## src/rtl/lcd_col_scan.sv

```systemverilog
module lcd_col_scan #(
  parameter int COLS   = 64,
  parameter int LINES  = 64,
  parameter int BYTE_W = 8
) (
  input  logic                                        clk,
  input  logic                                        rst_n,
  input  logic                                        frm_in,
  input  logic                                        cl_in,
  input  logic                                        m_in,
  input  logic                                        col_fwd,
  input  logic                                        disp_on,
  input  logic [$clog2(LINES)-1:0]                    start_line,
  output logic                                        rd_en,
  output logic [$clog2(LINES)-$clog2(BYTE_W)+$clog2(COLS)-1:0] rd_addr,
  input  logic [BYTE_W-1:0]                           rd_data,
  output logic [2*COLS-1:0]                           seg_lvl
);
  localparam int CW = $clog2(COLS);
  localparam int LW = $clog2(LINES);
  localparam int SW = $clog2(BYTE_W);

  logic [2:0] frm_sy, cl_sy;
  logic [LW-1:0] lcnt;
  logic [COLS-1:0] line_q, pbuf;
  logic busy, rv;
  logic [CW-1:0] fcnt, rcol;
  logic [SW-1:0] rsel;

  wire frm_rise = frm_sy[1] & ~frm_sy[2];
  wire cl_rise  = cl_sy[1] & ~cl_sy[2];
  wire trig     = frm_rise | cl_rise;

  always_ff @(posedge clk or negedge rst_n)
    if (!rst_n) begin
      frm_sy <= '0;
      cl_sy  <= '0;
    end else begin
      frm_sy <= {frm_sy[1:0], frm_in};
      cl_sy  <= {cl_sy[1:0], cl_in};
    end

  always_ff @(posedge clk or negedge rst_n)
    if (!rst_n) begin
      lcnt   <= '0;
      line_q <= '0;
    end else begin
      if (cl_rise) line_q <= pbuf;
      if (frm_rise) lcnt <= start_line;
      else if (cl_rise) lcnt <= (lcnt == LW'(LINES-1)) ? '0 : lcnt + 1'b1;
    end

  always_ff @(posedge clk or negedge rst_n)
    if (!rst_n) begin
      busy <= 1'b1;
      fcnt <= '0;
      rv   <= 1'b0;
      rcol <= '0;
      rsel <= '0;
      pbuf <= '0;
    end else begin
      if (trig) begin
        busy <= 1'b1;
        fcnt <= '0;
      end else if (busy) begin
        if (fcnt == CW'(COLS-1)) busy <= 1'b0;
        else fcnt <= fcnt + 1'b1;
      end
      rv   <= busy & ~trig;
      rcol <= fcnt;
      rsel <= lcnt[SW-1:0];
      if (rv) pbuf[rcol] <= rd_data[rsel];
    end

  assign rd_en   = busy;
  assign rd_addr = {lcnt[LW-1:SW], fcnt};

  for (genvar j = 0; j < COLS; j++) begin : g_col
    wire d = col_fwd ? line_q[j] : line_q[COLS-1-j];
    assign seg_lvl[2*j +: 2] = {~(d & disp_on), ~m_in};
  end


  frm_preset_chk: assert property (@(posedge clk) disable iff (!rst_n)
    frm_rise |=> lcnt == $past(start_line));


  cl_step_chk: assert property (@(posedge clk) disable iff (!rst_n)
    (cl_rise && !frm_rise && lcnt != LW'(LINES-1)) |=> lcnt == $past(lcnt) + 1'b1);


  line_wrap_chk: assert property (@(posedge clk) disable iff (!rst_n)
    (cl_rise && !frm_rise && lcnt == LW'(LINES-1)) |=> lcnt == '0);


  line_hold_chk: assert property (@(posedge clk) disable iff (!rst_n)
    !cl_rise |=> $stable(line_q));


  fetch_end_chk: assert property (@(posedge clk) disable iff (!rst_n)
    (busy && fcnt == CW'(COLS-1) && !trig) |=> !rd_en);


  fetch_start_chk: assert property (@(posedge clk) disable iff (!rst_n)
    trig |=> (rd_en && rd_addr[CW-1:0] == '0));
endmodule

```

## config.mk

```make
export PLATFORM = sky130hd
export DESIGN_NAME = lcd_col_scan
export DESIGN_NICKNAME = d
export VERILOG_FILES = /design/src/rtl/lcd_col_scan.sv
export SDC_FILE = /design/constraint.sdc
export NUM_CORES = 1
export LEC_CHECK = 0
export BUFFER_PORTS_ARGS = -buffer_cell sky130_fd_sc_hd__clkbuf_2
export CAP_MARGIN = 20
export CORE_AREA = 4 4 130 132
export DETAILED_ROUTE_END_ITERATION = 8
export DIE_AREA = 0 0 134 136
export HOLD_SLACK_MARGIN = 0.15
export PLACE_DENSITY = 0.76
export SLEW_MARGIN = 10
export SYNTH_ARGS = -nofsm -noshare
export SYNTH_HDL_FRONTEND = slang
export SYNTH_SLANG_ARGS = --single-unit
```

## constraint.sdc

```tcl
create_clock -name clk -period 1.9 [get_ports clk]
set_input_delay 0 -clock clk [delete_from_list [all_inputs] [get_ports clk]]
set_output_delay 0 -clock clk [all_outputs]
set_load 0.005 [all_outputs]
```

-- Yosys cells after proc, flatten, opt, wreduce, memory -nomap -nowiden
Index checks and enable logic that the tools add are counted.
- add/sub/neg operators: 2
- magnitude comparators: 3
- eq/ne operators: 3
- muxes and demuxes: 78
- bitwise operators: 136
- reduce and logical (&&, ||, !) cells: 4
- operators with widths (cell ; count):
    $mux W1 ; 69
    $not A1 Y1 ; 68
    $and A1 B1 Y1 ; 67
    $bwmux W64 ; 1
    $mux W6 ; 6
    $add A6 B1 Y6 const B ; 2
    $eq A6 B6 Y1 const B ; 2
    $lt A6 B7 Y1 const B ; 1
    $demux W1 S6 ; 1
    $ge A6 B1 Y1 const B ; 1
    $lt A3 B4 Y1 const B ; 1
    $reduce_bool A2 Y1 ; 2
    $bmux W1 S3 ; 1
    $ne A2 B2 Y1 const B ; 1
    $reduce_and A2 Y1 ; 1
    $logic_and A1 B1 Y1 ; 1
    $or A1 B1 Y1 ; 1
- register bits after elaboration: 157
- bits of input ports: 21
- output and inout bits: 138
- word-level logic and storage cells: 236

-- Depth between registers and ports, before layout
Gate-level depths: netlist of run 1.
- depth after elaboration: 5
- depth in mapped cells: 6
- gate-level depth less buffers: 5

-- Worst setup path before layout of run 1
Ideal clock, no wire load.
- path kind: reg2reg
- start: register rsel[1]
- end: register pbuf[47]
- setup time: 0.125 ns
- arrival time: 1.599 ns
- required time: 1.775 ns
- slack: 0.177 ns
- stages on the path, launching flop included: 5
- buffers on the path: 1
- period minus slack after synthesis: 1.723 ns
- cell sequence: dfrtp_1 -> mux4_1 -> mux2_4 -> buf_2 -> mux2_2
- longest elaborated chain between the ends: 3
- ends and longest elaborated chain (what ; line ; RTL):
    start, declared ; 28 ; logic [SW-1:0] rsel;
    start signal, assigned ; 71 ; rsel <= lcnt[SW-1:0];
    $bmux W1 S3 ; 72 ; if (rv) pbuf[rcol] <= rd_data[rsel];
    $mux W1 (implied by the code) ; 72 ;
    $bwmux W64 ; 72 ;
    end signal, assigned by index ; 72 ;
    end, declared ; 25 ; logic [COLS-1:0] line_q, pbuf;
No other way between the ends. The select of a mux whose other input is x is not followed.
A chain may end at the register's enable or synchronous reset.

-- Worst setup path in the final report of run 1
- start: register rsel[1]
- end: register pbuf[33]
Same word-level chain as after synthesis.

==> flow_metrics.env, run 1 <==
export IMPL_syn2layout_area_growth_pct=17.3
export IMPL_max_vdd_ir_drop_mv=0.629
export IMPL_hpwlAfterDp_um=10800
export IMPL_synthSimpleGateAreaFrac_pct=19.3
export IMPL_timing_hold_worst_class="in -> reg"
export IMPL_main_combinational_cell_family_by_area_after_synthesis="multiplexers"
export IMPL_hold_viol=0
export IMPL_syn_cell_area_um2=7790
export IMPL_start_util_pct=49.6
export IMPL_detail_route_wl_per_cell_um=14.7
export IMPL_final_nets=921
export IMPL_reg2regPathDepth=3
export IMPL_timing_slew_headroom_pct=62.5
export IMPL_synth_main_ff_cell="sky130_fd_sc_hd__dfrtp_1"
export IMPL_global_route_wire_length_before_repair_um=27500
export IMPL_globalRouteTotalUtil_pct=18.7
export IMPL_clk_latency_ns=0.42
export IMPL_firstDrtPassIters=4
export IMPL_finalWirelength_um=16600
export IMPL_outcome="finished clean"
export IMPL_synth_edf_count=0
export IMPL_vias=5624
export IMPL_ctsRootBufferMaster="sky130_fd_sc_hd__clkbuf_16"
export IMPL_crit_reg2reg_capture="pbuf[33]"
export IMPL_clock_path_buffers=2
export IMPL_regToRegStartpoint="rsel[1]"
export IMPL_fp_dieArea_um2=18200
export IMPL_critical_path_arrival_ns=2.16
export IMPL_pre_cts_slack_ns=-0.0205
export IMPL_placementRows=46
export IMPL_drv_cap=0
export IMPL_fp_coreArea_um2=15700
export IMPL_synth_async_sr_flop_share_pct=100
export IMPL_fillers=1340
export IMPL_first_global_vias=5530
export IMPL_die_width_um=134
export IMPL_critPathLaunchType="register"
export IMPL_layout_commonest_cell="sky130_fd_sc_hd__nand2_1"
export IMPL_port_bufs=158
export IMPL_design_power_total_mw=8.50
export IMPL_most_common_layout_cells="271 x sky130_fd_sc_hd__nand2_1, 157 x sky130_fd_sc_hd__clkbuf_2, 156 x sky130_fd_sc_hd__dfrtp_1"
export IMPL_first_iter_violations=296
export IMPL_vias_per_cell=4.99
export IMPL_fin_crit_sh_pct=97.9
export IMPL_final_design_area_no_fill_um2=9140
export IMPL_die_height_um=136
export IMPL_final_layout_size_suffix_gt1_share_pct=37.2
export IMPL_syn_instance_count=804
export IMPL_globalRouteOverflowTotal=0
export IMPL_cp_required_ns=2.20
export IMPL_maximum_number_of_pins_on_one_net_before_global_route_repair=66
export IMPL_finalSetupViolCount=0
export IMPL_antenna_cells=0
export IMPL_yosys_area_share_xor_xnor_pct=0.562
export IMPL_cts_clk_slew_worst_paths_ns=0.05
export IMPL_post_synth_num_cell_types=33
export IMPL_yosys_mux_area_fraction_pct=19.5
export IMPL_seq_area_frac_synth_pct=50.4
export IMPL_dp_cells=1083
export IMPL_min_delay_start="cl_in"
export IMPL_hold_ws_ns=0.230
export IMPL_ant_nets=0
export IMPL_dpl_instance_area_um2=8370
export IMPL_holdPathEnd="cl_sy[0]"
export IMPL_power_density_nw_per_um2=930
export IMPL_postSynthNetCount=827
export IMPL_cts_tree="done"
export IMPL_pin_count=159
export IMPL_yosys_warnings=0
export IMPL_avgSynthCellArea_um2=9.69
export IMPL_leakagePower_nw=4.70
export IMPL_cts_buffers_inserted=17
export IMPL_hold_path_cell_count=2
export IMPL_final_count_of_pins_violating_max_slew=0
export IMPL_yosys_register_bits=157
export IMPL_route_detailed_drc=0
export IMPL_fraction_of_the_mapped_netlist_area_in_compound_gates_pct=1.22
export IMPL_synth_fa_ha_area_share_pct=0.321
export IMPL_fmaxAchievable_mhz=538
export IMPL_critical_path_endpoint_type="register"
export IMPL_max_slew_worst_pin_slew_ns=0.563
export IMPL_clkSinkCount=157
export IMPL_post_cts_setup_buffers=0
export IMPL_criticalPathCategory="reg -> reg"
export IMPL_place_gp_congestion=0.839
export IMPL_finalCriticalPeriod_ns=1.86
export IMPL_antenna_violations_before_repair=0
export IMPL_post_route_worst_setup_slack_ns=0.0407
export IMPL_critPathMaxFanout=32
export IMPL_clock_tree_htree_level_count=4
export IMPL_clock_skew_ns=0.0116
export IMPL_grt_setup_unrepaired="yes"
export IMPL_layout_cells_non_filler=1127
export IMPL_reg2reg_slack_ns=0.04
flip-flops by register name, indices dropped and copies added (netlist names), 3 cells and up:
register / cells
line_q: 64
pbuf: 64
fcnt: 6
lcnt: 6
rcol: 6
cl_sy: 3
frm_sy: 3
rsel: 3
synthesized netlist by cell type (2+ instances only):
cell | n | share of area (%)
sky130_fd_sc_hd__o211ai_1 | 2 | 0.19
sky130_fd_sc_hd__clkbuf_1 | 37 | 1.8
sky130_fd_sc_hd__o21ai_0 | 2 | 0.13
sky130_fd_sc_hd__or3b_2 | 2 | 0.22
sky130_fd_sc_hd__mux4_1 | 2 | 0.67
sky130_fd_sc_hd__nand2b_1 | 2 | 0.16
sky130_fd_sc_hd__nor2_1 | 78 | 3.8
sky130_fd_sc_hd__buf_2 | 4 | 0.26
sky130_fd_sc_hd__nand4_1 | 2 | 0.16
sky130_fd_sc_hd__nor2b_1 | 5 | 0.40
sky130_fd_sc_hd__nand3_1 | 12 | 0.77
sky130_fd_sc_hd__mux2_2 | 128 | 18
sky130_fd_sc_hd__buf_4 | 66 | 6.4
sky130_fd_sc_hd__a31oi_1 | 3 | 0.24
sky130_fd_sc_hd__ha_1 | 2 | 0.32
sky130_fd_sc_hd__nand3b_1 | 3 | 0.29
sky130_fd_sc_hd__nand2_1 | 271 | 13
sky130_fd_sc_hd__and3_1 | 3 | 0.24
sky130_fd_sc_hd__or3_1 | 2 | 0.16
sky130_fd_sc_hd__clkbuf_2 | 2 | 0.13
sky130_fd_sc_hd__xor2_1 | 5 | 0.56
sky130_fd_sc_hd__dfrtp_1 | 156 | 50
sky130_fd_sc_hd__inv_1 | 2 | 0.096
sky130_fd_sc_hd__a21oi_1 | 4 | 0.26
cell type report:
cell class | count | area [µm²] | area share (%)
clock buffers | 26 | 509 | 5.57
clock inverters | 6 | 130 | 1.42
inverters | 2 | 7.51 | 0.0821
multi-input cells | 537 | 3240 | 35.4
flip-flops and latches | 157 | 3930 | 43.0
well taps | 216 | 270 | 2.96
repair buffers | 183 | 1060 | 11.6
stage by stage:
| stage | util (%) | setup TNS, ns |
|---|---|---|
| after floorplan | - | 0 |
| after global placement | 53.2 | 0 |
| after detailed placement | 53.2 | -0.853 |
| after CTS | 58.1 | 0 |
| after global routing | 58.2 | -0.207 |
| final | 58.2 | 0 |
layer usage:
layer / track usage (%) / wire length (µm) / vias up
met5: 0 / 0 / -
li1: - / - / 2723
met1: 25.0 / 7150 / 2742
met3: 4.85 / 901 / 15
met4: 4.97 / 186 / 0
met2: 30.7 / 8380 / 144
worst max-delay path, cell delays in order, from the launching register on:
cell	delay, ns
sky130_fd_sc_hd__dfrtp_1	0.40
sky130_fd_sc_hd__mux4_2	0.60
sky130_fd_sc_hd__mux2_8	0.43
sky130_fd_sc_hd__mux2_2	0.30
report_power, final:
group	leakage, nW	switching (mW)	total, mW	internal (mW)
logic	2.26	0.625	1.09	0.465
clock network	0.315	1.27	3.64	2.37
registers	2.12	0.197	3.77	3.57
total	4.70	2.09	8.50	6.41
worst max path at each step:
| stage | startpoint | to | cells after the start |
|---|---|---|---|
| after floorplan | rsel[1] | pbuf[47] | 4 |
| after global placement | rsel[1] | pbuf[43] | 3 |
| after detailed placement | rsel[1] | pbuf[39] | 3 |
| after CTS | rsel[1] | pbuf[63] | 3 |
| after global routing | rsel[1] | pbuf[33] | 3 |
| final | rsel[1] | pbuf[33] | 3 |
logic make-up (layout without fill, tap and decap cells):
logic type	count (synthesis)	after routing
AO/OA/AOI/OAI	15	15
adder cells (fa/ha/maj)	2	2
AND/OR/NAND/NOR	381	381
flip-flops	157	157
XOR/XNOR	5	5
multiplexers	132	134
buffers and inverters	112	217
timing repair:
item | 4_1_cts | 5_1_grt
resized for setup | 3 | 2
endpoints found under the setup margin | 64 | 32
gates cloned | 1 | 1
hold buffers | 10 | 0
hold endpoints to repair | 165 | 0
(Power assumes the default switching activity.)
==> inputs of run 2 (changes only) <==
PLACE_DENSITY = unset   (was 0.76)
PLACE_DENSITY_LB_ADDON = 0.2   (was unset)
==> run 2 against run 1 <==
  * Count of clock-buffer cells in the layout is 4 higher
  * Via count is 2.1% lower
  * Flip-flop and latch count stayed put
  * Critical path type unchanged
  * Die area stayed put
  * Maximum frequency is 2.3% higher
  * Worst hold slack better by 0.00088 ns
  * Combinational power hardly changed
  * Global-route usage is 0.27 points lower
  * Largest power group unchanged
  * Clock power is 13% lower
==> flow_metrics.env, run 2 (synthesis results as in run 1) <==
export IMPL_cp_required_ns=2.20
export IMPL_fp_dieArea_um2=18200
export IMPL_criticalPathCategory="reg -> reg"
export IMPL_final_count_of_pins_violating_max_slew=0
export IMPL_hold_path_cell_count=2
export IMPL_clk_latency_ns=0.42
export IMPL_ctsRootBufferMaster="sky130_fd_sc_hd__clkbuf_16"
export IMPL_reg2reg_slack_ns=0.08
export IMPL_max_vdd_ir_drop_mv=0.579
export IMPL_critPathMaxFanout=51
export IMPL_most_common_layout_cells="271 x sky130_fd_sc_hd__nand2_1, 157 x sky130_fd_sc_hd__clkbuf_2, 156 x sky130_fd_sc_hd__dfrtp_1"
export IMPL_antenna_cells=0
export IMPL_holdPathEnd="frm_sy[0]"
export IMPL_ff_latch_area_um2=3930
export IMPL_first_global_vias=5332
export IMPL_vias=5507
export IMPL_antenna_violations_before_repair=0
export IMPL_hpwlAfterDp_um=10700
export IMPL_port_bufs=158
export IMPL_clock_skew_ns=0.00830
export IMPL_finalWirelength_um=16100
export IMPL_family_of_cells_with_the_greatest_summed_delay_on_the_critical_path="multiplexers"
export IMPL_crit_reg2reg_capture="pbuf[50]"
export IMPL_path_cells="mux4_1, mux2_4, buf_12, mux2_2"
export IMPL_die_height_um=136
export IMPL_fin_crit_sh_pct=95.7
export IMPL_setup_total_negative_slack_ns=0
export IMPL_hold_viol=0
export IMPL_global_route_wire_length_before_repair_um=27000
export IMPL_firstDrtPassIters=4
export IMPL_ant_nets=0
export IMPL_layout_commonest_cell="sky130_fd_sc_hd__nand2_1"
export IMPL_timing_slew_headroom_pct=65.3
export IMPL_globalRouteOverflowTotal=0
export IMPL_multi_input_comb_area_um2=3200
export IMPL_pin_count=159
export IMPL_fillers=1424
export IMPL_detail_route_wl_per_cell_um=14.2
export IMPL_critical_path_arrival_ns=2.12
export IMPL_first_iter_violations=299
export IMPL_timing_hold_worst_class="in -> reg"
export IMPL_biggestRegsByFlops="line_q: 64 flops, pbuf: 64 flops"
export IMPL_placementRows=46
export IMPL_final_nets=928
export IMPL_fmaxAchievable_mhz=550
export IMPL_start_util_pct=49.6
export IMPL_post_cts_setup_buffers=0
export IMPL_outcome="finished clean"
export IMPL_worstPathBufferInverterCount=1
export IMPL_reg2regPathDepth=4
export IMPL_globalRouteTotalUtil_pct=18.5
export IMPL_drv_cap=0
export IMPL_clock_tree_htree_level_count=4
export IMPL_cts_tree="done"
export IMPL_critPathMaxStageDelay_ns=0.55
export IMPL_power_density_nw_per_um2=877
export IMPL_fp_coreArea_um2=15700
export IMPL_finalCriticalPeriod_ns=1.82
export IMPL_cts_buffers_inserted=17
export IMPL_dp_cells=1092
export IMPL_die_width_um=134
export IMPL_place_gp_congestion=0.811
export IMPL_vias_per_cell=4.86
export IMPL_regToRegStartpoint="rsel[1]"
export IMPL_max_slew_worst_pin_slew_ns=0.521
export IMPL_min_delay_start="frm_in"
export IMPL_finalCoreUtilization_pct=57.9
export IMPL_maximum_number_of_pins_on_one_net_before_global_route_repair=72
export IMPL_leakagePower_nw=4.69
export IMPL_cts_clk_slew_worst_paths_ns=0.06
export IMPL_route_detailed_drc=0
export IMPL_syn2layout_area_growth_pct=16.7
export IMPL_clkSinkCount=157
export IMPL_grt_setup_unrepaired="no"
export IMPL_layout_cells_non_filler=1134
export IMPL_clock_path_buffers=2
export IMPL_final_layout_size_suffix_gt1_share_pct=36.9
export IMPL_finalSetupViolCount=0
export IMPL_critPathLaunchType="register"
export IMPL_critical_path_slowest_cell="sky130_fd_sc_hd__mux4_1"
export IMPL_critical_path_endpoint_type="register"
[run 2: cell types whose count changed in the layout (fill, tap and decap cells not counted)]
cell                        previous run  this run
sky130_fd_sc_hd__mux4_2                2         0
sky130_fd_sc_hd__buf_12                4         5
sky130_fd_sc_hd__mux2_4                3         1
sky130_fd_sc_hd__mux2_2              127       128
sky130_fd_sc_hd__bufinv_16             4         1
sky130_fd_sc_hd__mux2_8                1         0
sky130_fd_sc_hd__mux4_1                0         2
sky130_fd_sc_hd__clkbuf_1              4         9
sky130_fd_sc_hd__clkinv_2              2         1
sky130_fd_sc_hd__clkbuf_8              5         4
sky130_fd_sc_hd__buf_4                11        19
[run 2: timing repair]
| action | CTS | global route |
|---|---|---|
| endpoints found under the hold margin | 165 | 0 |
| hold buffers | 10 | 0 |
| resized for setup | 0 | 0 |
[run 2: worst reg2reg max path: cells and delay by family (launching register included)]
family                 cells  cell delay (ns)
DFF                        1             0.36
buffers and inverters      1             0.18
muxes                      3             1.15
[run 2: worst max path at each step]
stage / cells past startpoint / start / slack [ns] / to
floorplan: 4 / rsel[1] / 0.18 / pbuf[47]
global placement: 4 / rsel[1] / 0.13 / pbuf[35]
detailed placement: 4 / rsel[1] / 0.09 / pbuf[32]
CTS: 4 / rsel[1] / 0.08 / pbuf[32]
global route: 4 / rsel[1] / 0.04 / pbuf[26]
finish: 4 / rsel[1] / 0.08 / pbuf[50]
[run 2: area by class of cell]
class | instances | share of cell area [%]
flip-flops and latches | 157 | 43.2
multi-input cells | 535 | 35.2
repair buffers | 192 | 12.5
clock buffers | 30 | 5.65
well taps | 216 | 2.97
clock inverters | 2 | 0.385
inverters | 2 | 0.0825
[run 2: routing by layer]
layer	vias to the layer above	routed length [µm]	GRT usage [%]
met5	-	0	0
met4	0	146	4.11
met3	15	711	4.74
met2	114	7420	28.5
met1	2634	7850	26.5
li1	2744	-	-
[run 2: report_power, final]
group / leakage [nW] / switching, mW / internal, mW / total [mW]
clock network: 0.267 / 1.23 / 1.94 / 3.17
logic: 2.30 / 0.585 / 0.473 / 1.06
registers: 2.12 / 0.180 / 3.57 / 3.75
total: 4.69 / 1.99 / 5.99 / 7.98
[run 2: through the flow]
step / hold slack, ns / setup WS, ns / power (mW) / instance area [µm²]
detailed placement: -0.0155 / 0.0853 / 4.86 / 8450
floorplan: -0.296 / 0.177 / 4.50 / 7790
finish: 0.231 / 0.0822 / 7.98 / 9090
global placement: -0.0169 / 0.126 / 4.85 / 8450
global route: 0.228 / 0.0420 / 8.38 / 9090
CTS: 0.209 / 0.0835 / 8.05 / 9090
